--- config.mk ---
export PLATFORM = sky130hd
export DESIGN_NAME = synth_cfg_regfile
export DESIGN_NICKNAME = d
export VERILOG_FILES = /design/src/rtl/scfg_pkg.sv /design/src/rtl/scfg_sync.sv /design/src/rtl/scfg_shifter.sv /design/src/rtl/scfg_regbank.sv /design/src/rtl/synth_cfg_regfile.sv
export SDC_FILE = /design/constraint.sdc
export NUM_CORES = 1
export LEC_CHECK = 0
export BUFFER_PORTS_ARGS = -buffer_cell sky130_fd_sc_hd__buf_2
export CELL_PAD_IN_SITES_DETAIL_PLACEMENT = 1
export CELL_PAD_IN_SITES_GLOBAL_PLACEMENT = 1
export CORE_ASPECT_RATIO = 0.9
export CORE_MARGIN = 1.5
export CORE_UTILIZATION = 40
export CTS_CLUSTER_SIZE = 40
export DETAILED_ROUTE_END_ITERATION = 6
export PLACE_DENSITY = 0.66
export SLEW_MARGIN = 20
export SYNTH_ARGS = -nofsm -noshare
export SYNTH_HDL_FRONTEND = slang
export SYNTH_SLANG_ARGS = --single-unit
--- constraint.sdc ---
create_clock -name clk -period 1.8 [get_ports clk]
set_clock_uncertainty 0.05 [all_clocks]
set_input_delay 0.27 -clock clk [delete_from_list [all_inputs] [get_ports clk]]
set_output_delay 0.27 -clock clk [all_outputs]
set_load 0.03 [all_outputs]
--- src/rtl/scfg_pkg.sv ---
package scfg_pkg;
  localparam int ADDR_W = 4;
  localparam logic [ADDR_W-1:0] ADR_MAIN = 4'b0000;
  localparam logic [ADDR_W-1:0] ADR_OPT  = 4'b0001;
  localparam logic [ADDR_W-1:0] ADR_IFN  = 4'b0101;
  localparam logic [ADDR_W-1:0] ADR_IFR  = 4'b0111;

  function automatic logic addr_known(input logic [ADDR_W-1:0] a);
    return (a == ADR_MAIN) || (a == ADR_OPT) || (a == ADR_IFN) || (a == ADR_IFR);
  endfunction
endpackage

--- src/rtl/scfg_sync.sv ---
module scfg_sync #(
  parameter int STAGES = 2
) (
  input  logic clk,
  input  logic rst_n,
  input  logic d,
  output logic q
);
  logic [STAGES-1:0] chain;

  always_ff @(posedge clk or negedge rst_n) begin
    if (!rst_n) chain <= '0;
    else        chain <= {chain[STAGES-2:0], d};
  end

  assign q = chain[STAGES-1];
endmodule

--- src/rtl/scfg_shifter.sv ---
module scfg_shifter #(
  parameter int WORD_W = 24
) (
  input  logic              clk,
  input  logic              rst_n,
  input  logic              sclk_s,
  input  logic              sdat_s,
  input  logic              le_s,
  output logic [WORD_W-1:0] word,
  output logic              commit
);
  logic              sclk_q, le_q;
  logic [WORD_W-1:0] shreg;

  always_ff @(posedge clk or negedge rst_n) begin
    if (!rst_n) begin
      sclk_q <= 1'b0;
      le_q   <= 1'b0;
      shreg  <= '0;
      word   <= '0;
      commit <= 1'b0;
    end else begin
      sclk_q <= sclk_s;
      le_q   <= le_s;
      commit <= 1'b0;
      if (sclk_s && !sclk_q) shreg <= {shreg[WORD_W-2:0], sdat_s};
      if (le_s && !le_q) begin
        word   <= shreg;
        commit <= 1'b1;
      end
    end
  end

  // a latch strobe yields a single-cycle commit pulse
  assert_commit_pulse_R2: assert property (@(posedge clk) disable iff (!rst_n)
    commit |=> !commit);
  // the committed word only moves together with a commit
  assert_word_hold_R2: assert property (@(posedge clk) disable iff (!rst_n)
    !commit |=> $stable(word) || commit);
endmodule

--- src/rtl/scfg_regbank.sv ---
module scfg_regbank
  import scfg_pkg::*;
#(
  parameter int DATA_W = 20,
  parameter int N_W    = 19,
  parameter int R_W    = 12,
  parameter int CPG_W  = 4,
  parameter int ACC_W  = 4
) (
  input  logic                     clk,
  input  logic                     rst_n,
  input  logic                     commit,
  input  logic [ADDR_W+DATA_W-1:0] word,
  output logic [DATA_W-1:0]        main_div,
  output logic [N_W-1:0]           if_div,
  output logic                     if_pd,
  output logic [R_W-1:0]           if_ref_div,
  output logic [CPG_W-1:0]         cp_gain,
  output logic [ACC_W-1:0]         access_code,
  output logic                     auto_pwrup
);
  localparam int CPG_LO = R_W;
  localparam int ACC_LO = R_W + CPG_W;

  logic [ADDR_W-1:0] addr;
  logic [DATA_W-1:0] data;

  assign addr = word[ADDR_W-1:0];
  assign data = word[ADDR_W+DATA_W-1:ADDR_W];

  always_ff @(posedge clk or negedge rst_n) begin
    if (!rst_n) begin
      main_div    <= '0;
      if_div      <= '0;
      if_pd       <= 1'b1;
      if_ref_div  <= '0;
      cp_gain     <= '0;
      access_code <= '0;
      auto_pwrup  <= 1'b0;
    end else if (commit) begin
      case (addr)
        ADR_MAIN: begin
          main_div <= data;
          if (auto_pwrup) if_pd <= 1'b0;
        end
        ADR_OPT: auto_pwrup <= data[0];
        ADR_IFN: begin
          if_div <= data[N_W-1:0];
          if_pd  <= data[DATA_W-1];
        end
        ADR_IFR: begin
          if_ref_div  <= data[R_W-1:0];
          cp_gain     <= data[CPG_LO+CPG_W-1:CPG_LO];
          access_code <= data[ACC_LO+ACC_W-1:ACC_LO];
        end
        default: ;
      endcase
    end
  end

  // unknown addresses leave every register alone
  assert_unknown_ignored_R9: assert property (@(posedge clk) disable iff (!rst_n)
    (commit && !addr_known(addr)) |=> ($stable(main_div) && $stable(if_div) && $stable(if_pd)
      && $stable(if_ref_div) && $stable(cp_gain) && $stable(access_code) && $stable(auto_pwrup)));
  // no register moves without a commit
  assert_hold_idle_R2: assert property (@(posedge clk) disable iff (!rst_n)
    !commit |=> ($stable(main_div) && $stable(if_pd) && $stable(auto_pwrup)));
  // main write with option set powers the IF loop up
  assert_auto_pwrup_R7: assert property (@(posedge clk) disable iff (!rst_n)
    (commit && addr == ADR_MAIN && auto_pwrup) |=> !if_pd);
  // main write with option clear keeps the stored bit
  assert_no_auto_R7: assert property (@(posedge clk) disable iff (!rst_n)
    (commit && addr == ADR_MAIN && !auto_pwrup) |=> $stable(if_pd));
endmodule

--- src/rtl/synth_cfg_regfile.sv ---
module synth_cfg_regfile
  import scfg_pkg::*;
#(
  parameter int SYNC_STAGES = 2,
  parameter int DATA_W      = 20,
  parameter int N_W         = 19,
  parameter int R_W         = 12,
  parameter int CPG_W       = 4,
  parameter int ACC_W       = 4
) (
  input  logic              clk,
  input  logic              rst_n,
  input  logic              ser_clk,
  input  logic              ser_dat,
  input  logic              ser_le,
  input  logic              chip_en,
  output logic [DATA_W-1:0] main_div,
  output logic [N_W-1:0]    if_div,
  output logic [R_W-1:0]    if_ref_div,
  output logic [CPG_W-1:0]  cp_gain,
  output logic [ACC_W-1:0]  access_code,
  output logic              auto_pwrup,
  output logic              if_pwrdn,
  output logic              cp_tristate
);
  localparam int WORD_W = ADDR_W + DATA_W;
  localparam int N_PINS = 3;

  logic [N_PINS-1:0] pins_raw, pins_s;
  logic [WORD_W-1:0] word;
  logic              commit, if_pd_q;

  assign pins_raw = {ser_le, ser_dat, ser_clk};

  for (genvar i = 0; i < N_PINS; i++) begin : g_sync
    scfg_sync #(.STAGES(SYNC_STAGES)) u_sync (
      .clk(clk), .rst_n(rst_n), .d(pins_raw[i]), .q(pins_s[i]));
  end

  scfg_shifter #(.WORD_W(WORD_W)) u_shift (
    .clk(clk), .rst_n(rst_n), .sclk_s(pins_s[0]), .sdat_s(pins_s[1]),
    .le_s(pins_s[2]), .word(word), .commit(commit));

  scfg_regbank #(.DATA_W(DATA_W), .N_W(N_W), .R_W(R_W), .CPG_W(CPG_W), .ACC_W(ACC_W)) u_bank (
    .clk(clk), .rst_n(rst_n), .commit(commit), .word(word),
    .main_div(main_div), .if_div(if_div), .if_pd(if_pd_q), .if_ref_div(if_ref_div),
    .cp_gain(cp_gain), .access_code(access_code), .auto_pwrup(auto_pwrup));

  assign if_pwrdn    = if_pd_q | ~chip_en;
  assign cp_tristate = if_pwrdn;

  // chip enable low always yields power-down at the outputs
  assert_ce_override_R8: assert property (@(posedge clk) disable iff (!rst_n)
    !chip_en |-> (if_pwrdn && cp_tristate));
  // a stored power-down of 1 is visible whatever chip enable does
  assert_pd_visible_R3: assert property (@(posedge clk) disable iff (!rst_n)
    if_pd_q |-> if_pwrdn);
endmodule

== Word level (Yosys, flattened, before mapping) ==
Cells that the tools add are included.

* Output and inout port bits: 62
* Input port bits: 6
* Bits in registers: 118
* Word-level logic and storage cells: 35

* Mux-type cells: 3
* Bitwise operators: 2
* Reduce and logical (&&, ||, !) cells: 11
* Equality and inequality tests: 4

{| class="wikitable"
|+ Operator list
! kind !! count
|-
| 4-bit by 3-bit == test with 1-bit output (second input constant) || 2
|-
| 2-bit AND reduction || 4
|-
| 4-bit by 1-bit == test with 1-bit output (second input constant) || 1
|-
| 4-bit zero test || 1
|-
| 3-bit AND reduction || 1
|-
| 1-bit logical AND || 2
|-
| 1-bit zero test || 2
|-
| 1-bit two-way mux || 2
|-
| 2-bit by 1-bit != test with 1-bit output (second input constant) || 1
|-
| 1-bit one-hot mux with 2 select lines || 1
|-
| 2-bit nonzero test || 1
|-
| 1-bit inverter || 1
|-
| 1-bit bitwise OR || 1
|}

== Logic depth before layout (Yosys ltp) ==
Gate-level depths: netlist (run 1).

* Depth after elaboration: 3
* Mapped depth: 4
* Depth with buffers taken out: 3

== Modules after synthesis ==
Synthesis (run 1) repeated with hierarchy kept, for this count alone.

* Cell total of the unflattened synthesis: 254
* Area total of the unflattened synthesis: 4591.9 sq um

{| class="wikitable"
|+ Modules (own cells, without submodules)
! module !! times used !! cells an instance !! seq. area each (sq um) !! area each (sq um)
|-
| scfg_regbank || 1 || 139 || 1527.7 || 2334.7
|-
| scfg_shifter || 1 || 107 || 1276.2 || 2093.3
|-
| scfg_sync || 3 || 2 || 50.0 || 50.0
|-
| synth_cfg_regfile || 1 || 2 || 0.0 || 13.8
|}

== Worst setup path before layout (run 1) ==
Ideal clock, no wire load.

* Path kind: register to register
* Start point: reg u_shift.word[3]
* End point: reg u_bank.if_div[10]
* Data arrival time: 1.304 ns
* Clock period less this slack: 1.479 ns
* Setup time: 0.125 ns
* Setup slack: 0.321 ns
* Buffers on the path: 1
* Data required time: 1.625 ns
* Stages on the path, launching flop included: 5
* Cell sequence: dfrtp_1 nand4b_2 nor2_4 buf_12 mux2_4

* Longest elaborated chain between the ends: 2

{| class="wikitable"
|+ RTL lines
! item !! RTL line !! RTL
|-
| start, declared || scfg_shifter.sv:9 || <nowiki>output logic [WORD_W-1:0] word,</nowiki>
|-
| start signal, assigned || scfg_shifter.sv:28 || <nowiki>word <= shreg;</nowiki>
|-
| 4-bit by 3-bit == test with 1-bit output || scfg_regbank.sv:41 || <nowiki>case (addr)</nowiki>
|-
| 2-bit AND reduction (no source line) || -- ||
|-
| end signal, assigned || scfg_regbank.sv:48 || <nowiki>if_div <= data[N_W-1:0];</nowiki>
|-
| end, declared || scfg_regbank.sv:15 || <nowiki>output logic [N_W-1:0] if_div,</nowiki>
|}

Every way passes these cells.
A chain may end at the register's enable or synchronous reset.

== Final worst setup path (run 1) ==
* Start point: reg u_bank.if_pd
* End point: out if_pwrdn

* Longest elaborated chain between the ends: 1

{| class="wikitable"
|+ RTL lines
! item !! RTL line !! RTL
|-
| start, declared || scfg_regbank.sv:16 || <nowiki>output logic if_pd,</nowiki>
|-
| start signal, assigned || scfg_regbank.sv:49 || <nowiki>if_pd <= data[DATA_W-1];</nowiki>
|-
| 1-bit bitwise OR || synth_cfg_regfile.sv:49 || <nowiki>assign if_pwrdn = if_pd_q | ~chip_en;</nowiki>
|-
| end, declared || synth_cfg_regfile.sv:23 || <nowiki>output logic if_pwrdn,</nowiki>
|}

Every way passes these cells.

==> results_dict.tcl, run 1 <==
set metrics [dict create \
    grt_remaining_overflow 0 \
    arrival_ps 1260 \
    crit_chain "nand2b_1, buf_2" \
    coreArea_um2 10900 \
    final_max_slew_viol_count 0 \
    cpPeakStageDelay_ps 540 \
    numClockSinks 118 \
    drc 0 \
    synth_seq_area_share 0.661 \
    path_class "reg -> out" \
    die_h_um 103 \
    dp_hpwl_mm 5.23 \
    fill_cells 1027 \
    peakVddDrop_mv 0.754 \
    final_hold_viol_count 0 \
    via_count 2393 \
    syn_avg_cell_area_um2 17.8 \
    synth_area_leaders "dfrtp_1, mux2_2, mux2_4" \
    tightest_slew_ps 481 \
    ant_nets 0 \
    tns_ps 0 \
    antenna_found_initial 0 \
    internal-power_uw 5950 \
    synthDominantCellAreaShare 0.655 \
    critPathCaptureType "output port" \
    ys_types 20 \
    cts_buffers 17 \
    hold_path.class "reg -> reg" \
    cp_max_fo 2 \
    final_common_cell "dfrtp_1" \
    first_global_vias 2543 \
    fp.dieW_um 114 \
    drtPass1Iterations 4 \
    cts_tree "yes" \
    synthesis.nets 257 \
    final_core_util 0.522 \
    rsz0062_at_grt "false" \
    viasPerCell 4.76 \
    drt-wirelength-per-cell_um 16.5 \
    slowest_stage "dfstp_2" \
    initial_core_util 0.412 \
    path_delay_family "flip-flops" \
    die-area_um2 11800 \
    comb_power_share 0.171 \
    ys_seq_elements 118 \
    post_cts_buffers 0 \
    cp.required_ps 1480 \
    p_leak_uw 0.00290 \
    drive_above_1_share 0.630 \
    final_cell_mix "dfrtp_1, mux2_2, buf_2, mux2_4, clkbuf_16" \
    grt_usage 0.159 \
    nNetsFinal 344 \
    swShare 0.281 \
    max_slew_margin 0.680 \
    cap_violations 0 \
    status "finished clean" \
    p_sw_uw 2320 \
    synth_top_area_cell "dfrtp_1" \
    netlist_area_um2 4470 \
    yosysWarnings 0 \
    finalSetupViolCount 0 \
    routabilityCongestion 0.676 \
    min_period_over_period 0.878 \
    insertedDiodeCount 0 \
    fmax_mhz 633 \
    min_period_ps 1580 \
    io_buffers 67 \
    area_growth_pct 26.8 \
    clkTransAtPathRegs_ps 50 \
    grt_max_degree 54 \
    htree_levels 4 \
    cts_buffer_depth 2 \
    p_clk_frac 0.395 \
    start_kind "register" \
    power_frac_seq 0.434 \
    grt_pass1_wl_mm 13.7 \
    boundaryPins 68 \
    cellPowerDensity_nw_per_um2 1460 \
    critPathBufInv 1 \
    cts-root-buf "clkbuf_16" \
    totalWireLength_mm 8.30 \
    dr.first_iter.drc_count 98 \
    clock_latency_ps 410 \
    row_count 36 \
    syn_inst 251 \
]
final timing paths:
kind | start | to | slack [ps] | cells past startpoint
setup / recovery | u_bank.if_pd | if_pwrdn | 220 | 2
hold / removal | g_sync[0].u_sync.chain[0] | g_sync[0].u_sync.chain[1] | 300 | 0
setup reg to reg | u_shift.word[1] | u_bank.main_div[19] | 220 | 4
hold reg to reg | g_sync[0].u_sync.chain[0] | g_sync[0].u_sync.chain[1] | 300 | 0
max in group asynchronous | rst_n | u_bank.if_ref_div[0] | 740 | 3
min in group asynchronous | rst_n | u_bank.if_div[13] | 320 | 2
synth_stat cells:
library cell and count:
nand2b_1 1, and2b_1 1, a22oi_1 1, nor2b_1 2, nand4b_2 1, nor2_4 1, dfstp_2 1, buf_6 2
nand4_1 1, mux2_4 29, mux2_2 79, and3b_4 1, nor2_1 1, dfrtp_1 117, buf_2 8, or3b_1 1
buf_12 1, nand3_1 1, o21ai_0 1, buf_4 1
layout make-up:
cell class / count / area (µm²) / share of cell area
multi-input combinational: 121 / 1430 / 0.252
clock buffer: 20 / 457 / 0.0805
sequential: 118 / 2950 / 0.521
timing repair buffer: 80 / 508 / 0.0896
tap: 152 / 190 / 0.0335
clock inverter: 12 / 130 / 0.0229
state kept, by name (all words and copies together), names as in the netlist:
register / cells
u_shift.shreg: 24
u_shift.word: 24
u_bank.main_div: 20
u_bank.if_div: 19
u_bank.if_ref_div: 12
g_sync.u_sync.chain: 6
u_bank.access_code: 4
u_bank.cp_gain: 4
u_bank.auto_pwrup: 1
u_bank.if_pd: 1
u_shift.commit: 1
u_shift.le_q: 1
u_shift.sclk_q: 1
cells by family (layout without fill, tap and decap cells):
logic type / after synthesis / count (layout) / synth area share
flops: 118 / 118 / 0.661
simple gates: 11 / 11 / 0.0199
buf+inv: 12 / 112 / 0.0202
mux: 108 / 108 / 0.296
compound gates: 2 / 2 / 0.00280
power groups by stage:
| stage | Clock, µW | Combinational [µW] | Sequential (µW) |
|---|---|---|---|
| 6_report | 3270 | 1420 | 3590 |
| 5_1_grt | 3470 | 1530 | 3680 |
| 4_1_cts | 3360 | 1440 | 3600 |
| 3_5_place_dp | 0 | 1430 | 3640 |
| 3_3_place_gp | 0 | 1390 | 3610 |
| 2_1_floorplan | 0 | 648 | 3910 |
routing by layer:
| metal | global-route usage | wire length (µm) | vias to the layer above |
|---|---|---|---|
| met3 | 0.0571 | 343 | 11 |
| met1 | 0.205 | 3830 | 1268 |
| li1 | - | - | 1065 |
| met2 | 0.240 | 4010 | 49 |
| met5 | 0 | 0 | - |
| met4 | 0.0750 | 113 | 0 |
through the flow:
stage | setup WS (ps) | cells | area (µm²) | hold WS (ps) | power [µW]
finish | 219 | 503 | 5670 | 295 | 8280
global route | 143 | 503 | 5670 | 317 | 8680
CTS | 192 | 503 | 5670 | 298 | 8400
detailed placement | 213 | 467 | 5040 | 208 | 5070
global placement | 273 | 467 | 5040 | 198 | 5010
floorplan | 321 | 251 | 4470 | -75.6 | 4560
what timing repair did:
action                                  in CTS  in global routing
endpoints found under the setup margin       0                  0
endpoints found under the hold margin       33                  0
hold buffers                                 4                  0
gates resized for setup                      0                  0
(Power assumes the default switching activity.)
==> run 2: changes to the inputs <==
PLACE_DENSITY = default   (was 0.66)
PLACE_DENSITY_LB_ADDON = 0.1   (was default)
clock period = 1.9 ns   (was 1.8 ns; I/O delays follow)
==> run 2 against run 1 <==
Effect of this change:
- worst setup slack got worse by 9.3 ps
- die area did not move
- routed wire length fell by 1.5%
- register-to-register slack improved by 90 ps
- clock power rose by 7.3%
- power fell by 0.67%
- critical path depth did not move
- design area rose by 0.77%
- critical path type unchanged
==> results_dict.tcl, run 2 (synthesized netlist as in run 1, its figures left out) <==
set metrics [dict create \
    tns_ps 0 \
    coreArea_um2 10900 \
    dr.first_iter.drc_count 41 \
    numClockSinks 118 \
    p_clk_frac 0.427 \
    post_cts_buffers 0 \
    swShare 0.259 \
    cts_buffer_depth 2 \
    final_cell_mix "dfrtp_1, mux2_2, buf_2, mux2_4, clkbuf_16" \
    cts_tree "yes" \
    finalSetupViolCount 0 \
    start_kind "register" \
    routabilityCongestion 0.714 \
    cap_violations 0 \
    die-area_um2 11800 \
    grt_pass1_wl_mm 13.5 \
    critPathCaptureType "output port" \
    totalWireLength_mm 8.17 \
    cp.required_ps 1560 \
    fmax_mhz 592 \
    multiInputGateArea_um2 1430 \
    nNetsFinal 347 \
    min_period_ps 1690 \
    fin_ws_ps 210 \
    status "finished clean" \
    power_frac_seq 0.412 \
    viasPerCell 4.72 \
    final_common_cell "dfrtp_1" \
    grt_usage 0.159 \
    place_inst 470 \
    ant_nets 0 \
    final_max_slew_viol_count 0 \
    power_uw 8220 \
    htree_levels 4 \
    area_growth_pct 27.8 \
    cellPowerDensity_nw_per_um2 1440 \
    max_slew_margin 0.664 \
    worst_r2r_path_depth 4 \
    cts_buffers 17 \
    initial_core_util 0.412 \
    cts-root-buf "clkbuf_16" \
    worst_r2r_endpoint "u_bank.main_div[19]" \
    final_hold_viol_count 0 \
    drtPass1Iterations 3 \
    r2r_slack_ps 310 \
    io_buffers 67 \
    clkTransAtPathRegs_ps 50 \
    internal-power_uw 6100 \
    cp_max_fo 2 \
    clock_latency_ps 410 \
    startpoint "u_bank.if_pd" \
    largest_registers "u_shift.shreg x24, u_shift.word x24, u_bank.main_div x20" \
    ctsResizeCount 0 \
    min_period_over_period 0.890 \
    insertedDiodeCount 0 \
    rsz0062_at_grt "false" \
    hold_path.class "reg -> reg" \
    crit_end "if_pwrdn" \
    boundaryPins 68 \
    row_count 36 \
    fill_cells 1040 \
    tightest_slew_ps 505 \
    p_leak_uw 0.00295 \
    grt_remaining_overflow 0 \
    peakVddDrop_mv 1.05 \
    fp.dieW_um 114 \
    antenna_found_initial 0 \
    via_count 2387 \
    drive_above_1_share 0.630 \
    seq_area_um2 2950 \
    dp_hpwl_mm 5.45 \
    die_h_um 103 \
    fin_cells 506 \
    first_global_vias 2490 \
    r2r-start "u_shift.word[1]" \
    arrival_ps 1360 \
    grt_max_degree 43 \
    comb_power_share 0.161 \
    path_class "reg -> out" \
    drc 0 \
    p_sw_uw 2130 \
    pre_cts_ws_ps 308 \
    drt-wirelength-per-cell_um 16.1 \
]
==> run 2: changes by cell type in the layout (fill, tap and decap cells not counted), sizes merged <==
| cell | previous run | this run |
|---|---|---|
| clkinvlp | 5 | 0 |
| buf | 76 | 79 |
| bufinv | 2 | 5 |
| clkinv | 5 | 4 |
| clkbuf | 20 | 23 |
==> run 2: worst min-delay path by stage <==
stage                                         start                        end  slack (ps)  cells past startpoint
after floorplan                               rst_n  g_sync[0].u_sync.chain[0]         -60                      0
final                     g_sync[2].u_sync.chain[0]  g_sync[2].u_sync.chain[1]         300                      0
after global routing      g_sync[2].u_sync.chain[0]  g_sync[2].u_sync.chain[1]         310                      0
after detailed placement                      rst_n          u_bank.if_div[13]         240                      1
after CTS                 g_sync[2].u_sync.chain[0]  g_sync[2].u_sync.chain[1]         300                      0
after global placement                        rst_n          u_bank.if_div[13]         230                      1
==> run 2: metrics by stage <==
step | instance area [µm²] | utilization | hold slack (ps)
4_1_cts | 5710 | 0.526 | 304
3_3_place_gp | 5020 | 0.462 | 235
5_1_grt | 5710 | 0.526 | 311
3_5_place_dp | 5020 | 0.462 | 236
6_report | 5710 | 0.526 | 297
2_1_floorplan | 4470 | - | -60.6
==> run 2: final cells by class <==
class / count / area share
clock inverters: 9 / 0.0298
well taps: 152 / 0.0333
flip-flops and latches: 118 / 0.517
multi-input cells: 121 / 0.250
clock buffers: 23 / 0.0854
repair buffers: 83 / 0.0841
==> run 2: routing by layer <==
metal / part of all wire / track usage / vias up
met2: 0.45 / 0.218 / 53
met4: 0.021 / 0.0913 / 0
met3: 0.039 / 0.0653 / 18
met5: 0 / 0 / -
li1: - / - / 1076
met1: 0.49 / 0.212 / 1240
==> run 2: worst max-delay path, stage by stage (launching register included) <==
cell and delay (ps):
dfstp_2 540, nand2b_1 170, buf_2 230
==> run 2: power groups by stage <==
stage,Combinational [µW],Clock (µW),Sequential (µW)
after detailed placement,1340,0,3440
after CTS,1350,3610,3410
after floorplan,614,0,3700
after global placement,1310,0,3420
final,1320,3510,3390
after global routing,1440,3730,3480
==> run 2: repair_timing <==
item | CTS | global route
hold endpoints to repair | 36 | 0
endpoints found under the setup margin | 0 | 0
hold buffers | 4 | 0
==> run 3: changes to the inputs <==
CORE_UTILIZATION = 43   (was 40)
REMOVE_ABC_BUFFERS = 1   (was default)
clock period = 1.36 ns   (was 1.9 ns; I/O delays follow)
==> run 3 against run 2 <==
Effect of this change:
- the run now ends with negative setup slack left
- register-to-register slack worse by 460 ps
- die area is 6.8% lower
- clock-buffer cell count is 5 lower
- power is 42% higher
- core utilization is 6.2 points higher
- highest routed layer unchanged
==> results_dict.tcl, run 3 (synthesized netlist as in run 1, its figures left out) <==
set metrics [dict create \
    status "finished with violations" \
    violations "negative setup slack" \
    drive_above_1_share 0.659 \
    grt_usage 0.178 \
    antenna_found_initial 0 \
    min_period_ps 1510 \
    die-area_um2 11000 \
    max_slew_margin 0.788 \
    initial_core_util 0.440 \
    first_global_vias 2655 \
    route.met2.wl_mm 4.69 \
    finalSetupViolCount 62 \
    final_core_util 0.588 \
    via_count 2440 \
    cts_tree "yes" \
    arrival_ps 1750 \
    cellPowerDensity_nw_per_um2 1950 \
    io_buffers 67 \
    cp.required_ps 1600 \
    wl_met1_mm 4.10 \
    final_cell_mix "dfrtp_1, mux2_2, buf_2, mux2_4, clkbuf_16" \
    boundaryPins 68 \
    viasPerCell 4.90 \
    hold_ws_ps 184 \
    start_kind "register" \
    slowest_stage "dfrtp_1" \
    cpPeakStageDelay_ps 380 \
    insertedDiodeCount 0 \
    top_layer_used "met4" \
    peakVddDrop_mv 1.29 \
    numClockSinks 118 \
    fp.dieW_um 110 \
    totalWireLength_mm 9.25 \
    die_h_um 99.7 \
    pre_cts_ws_ps -149 \
    cts-root-buf "clkbuf_16" \
    final_max_slew_viol_count 0 \
    drtPass1Iterations 4 \
    fmax_mhz 660 \
    grt_max_degree 30 \
    largest_registers "u_shift.shreg x24, u_shift.word x24, u_bank.main_div x20" \
    dr.first_iter.drc_count 86 \
    drt-wirelength-per-cell_um 18.6 \
    area_growth_pct 33.7 \
    cts_buffer_depth 2 \
    path_class "reg -> reg" \
    p_leak_uw 0.00308 \
    hold_path.class "in -> async" \
    ant_nets 0 \
    power_uw 11700 \
    nNetsFinal 362 \
    critPathCaptureType "register" \
    coreArea_um2 10200 \
    crit_chain "and2b_2, and3b_4, buf_12, mux2_4" \
    htree_levels 4 \
    cp_max_fo 10 \
    grt_remaining_overflow 0 \
    routabilityCongestion 0.722 \
    drc 0 \
    cts_buffers 17 \
    clkTransAtPathRegs_ps 60 \
    row_count 35 \
    grt_pass1_wl_mm 14.7 \
    rsz0062_at_grt "true" \
    fill_cells 946 \
    met3_length_um 351 \
    cap_violations 0 \
    fin_ws_ps -154 \
    dp_hpwl_mm 5.52 \
    final_hold_viol_count 0 \
    min_period_over_period 1.11 \
    final_common_cell "dfrtp_1" \
    clock_latency_ps 410 \
    tightest_slew_ps 318 \
]
[run 3: cell count changes in the layout (fill, tap and decap cells not counted), sizes merged]
cell      delta
clkinvlp     +5
inv          +3
clkinv       -2
buf         +14
clkbuf       -4
bufinv       -1
[run 3: stage by stage]
| step | area, µm² | TNS [ps] | cells |
|---|---|---|---|
| 3_3_place_gp | 5140 | -5010 | 454 |
| 5_1_grt | 5980 | -10530 | 498 |
| 3_5_place_dp | 5140 | -6920 | 454 |
| 4_1_cts | 5900 | -7980 | 495 |
| 6_report | 5980 | -8050 | 498 |
| 2_1_floorplan | 4380 | -49080 | 239 |
[run 3: routing by layer]
metal | global-route usage | vias to the layer above
met3 | 0.0524 | 10
met5 | 0 | -
met4 | 0.0680 | 0
li1 | - | 1094
met1 | 0.225 | 1283
met2 | 0.292 | 53
[run 3: cell type report]
type	count	area [µm²]	share of cell area
tap	129	161	0.0270
sequential	118	2950	0.494
multi-input combinational	121	1470	0.246
clock inverter	14	198	0.0331
clock buffer	18	439	0.0735
timing repair buffer	98	754	0.126
[run 3: what timing repair did]
action                                  4_1_cts  5_1_grt
resized for setup                            13       10
endpoints found under the setup margin       62       65
buffers inserted                              4        2
hold buffers                                  4        0
hold endpoints to repair                    120        0
pin swaps                                     0        1
gates cloned                                  1        1
[run 3: power breakdown]
group | internal (µW) | switching, µW
clock network | 3130 | 1650
logic | 1050 | 1070
registers | 4210 | 557
total | 8380 | 3280
[run 3: worst paths after layout]
path                       cells past startpoint                 startpoint                        end  slack, ps
max                                            4            u_shift.word[3]        u_bank.main_div[11]       -150
min                                            2                      rst_n          u_bank.if_div[18]        180
max reg2reg                                    4            u_shift.word[3]        u_bank.main_div[11]       -150
min reg2reg                                    0  g_sync[1].u_sync.chain[0]  g_sync[1].u_sync.chain[1]        300
max in group asynchronous                      3                      rst_n               u_bank.if_pd        550
min in group clk                               0  g_sync[1].u_sync.chain[0]  g_sync[1].u_sync.chain[1]        300
[run 3: worst max-delay path, delay by kind of cell (launching register included)]
family	cells	cell delay, ps
buf+inv	1	160
flops	1	380
mux	1	300
simple gates	2	500
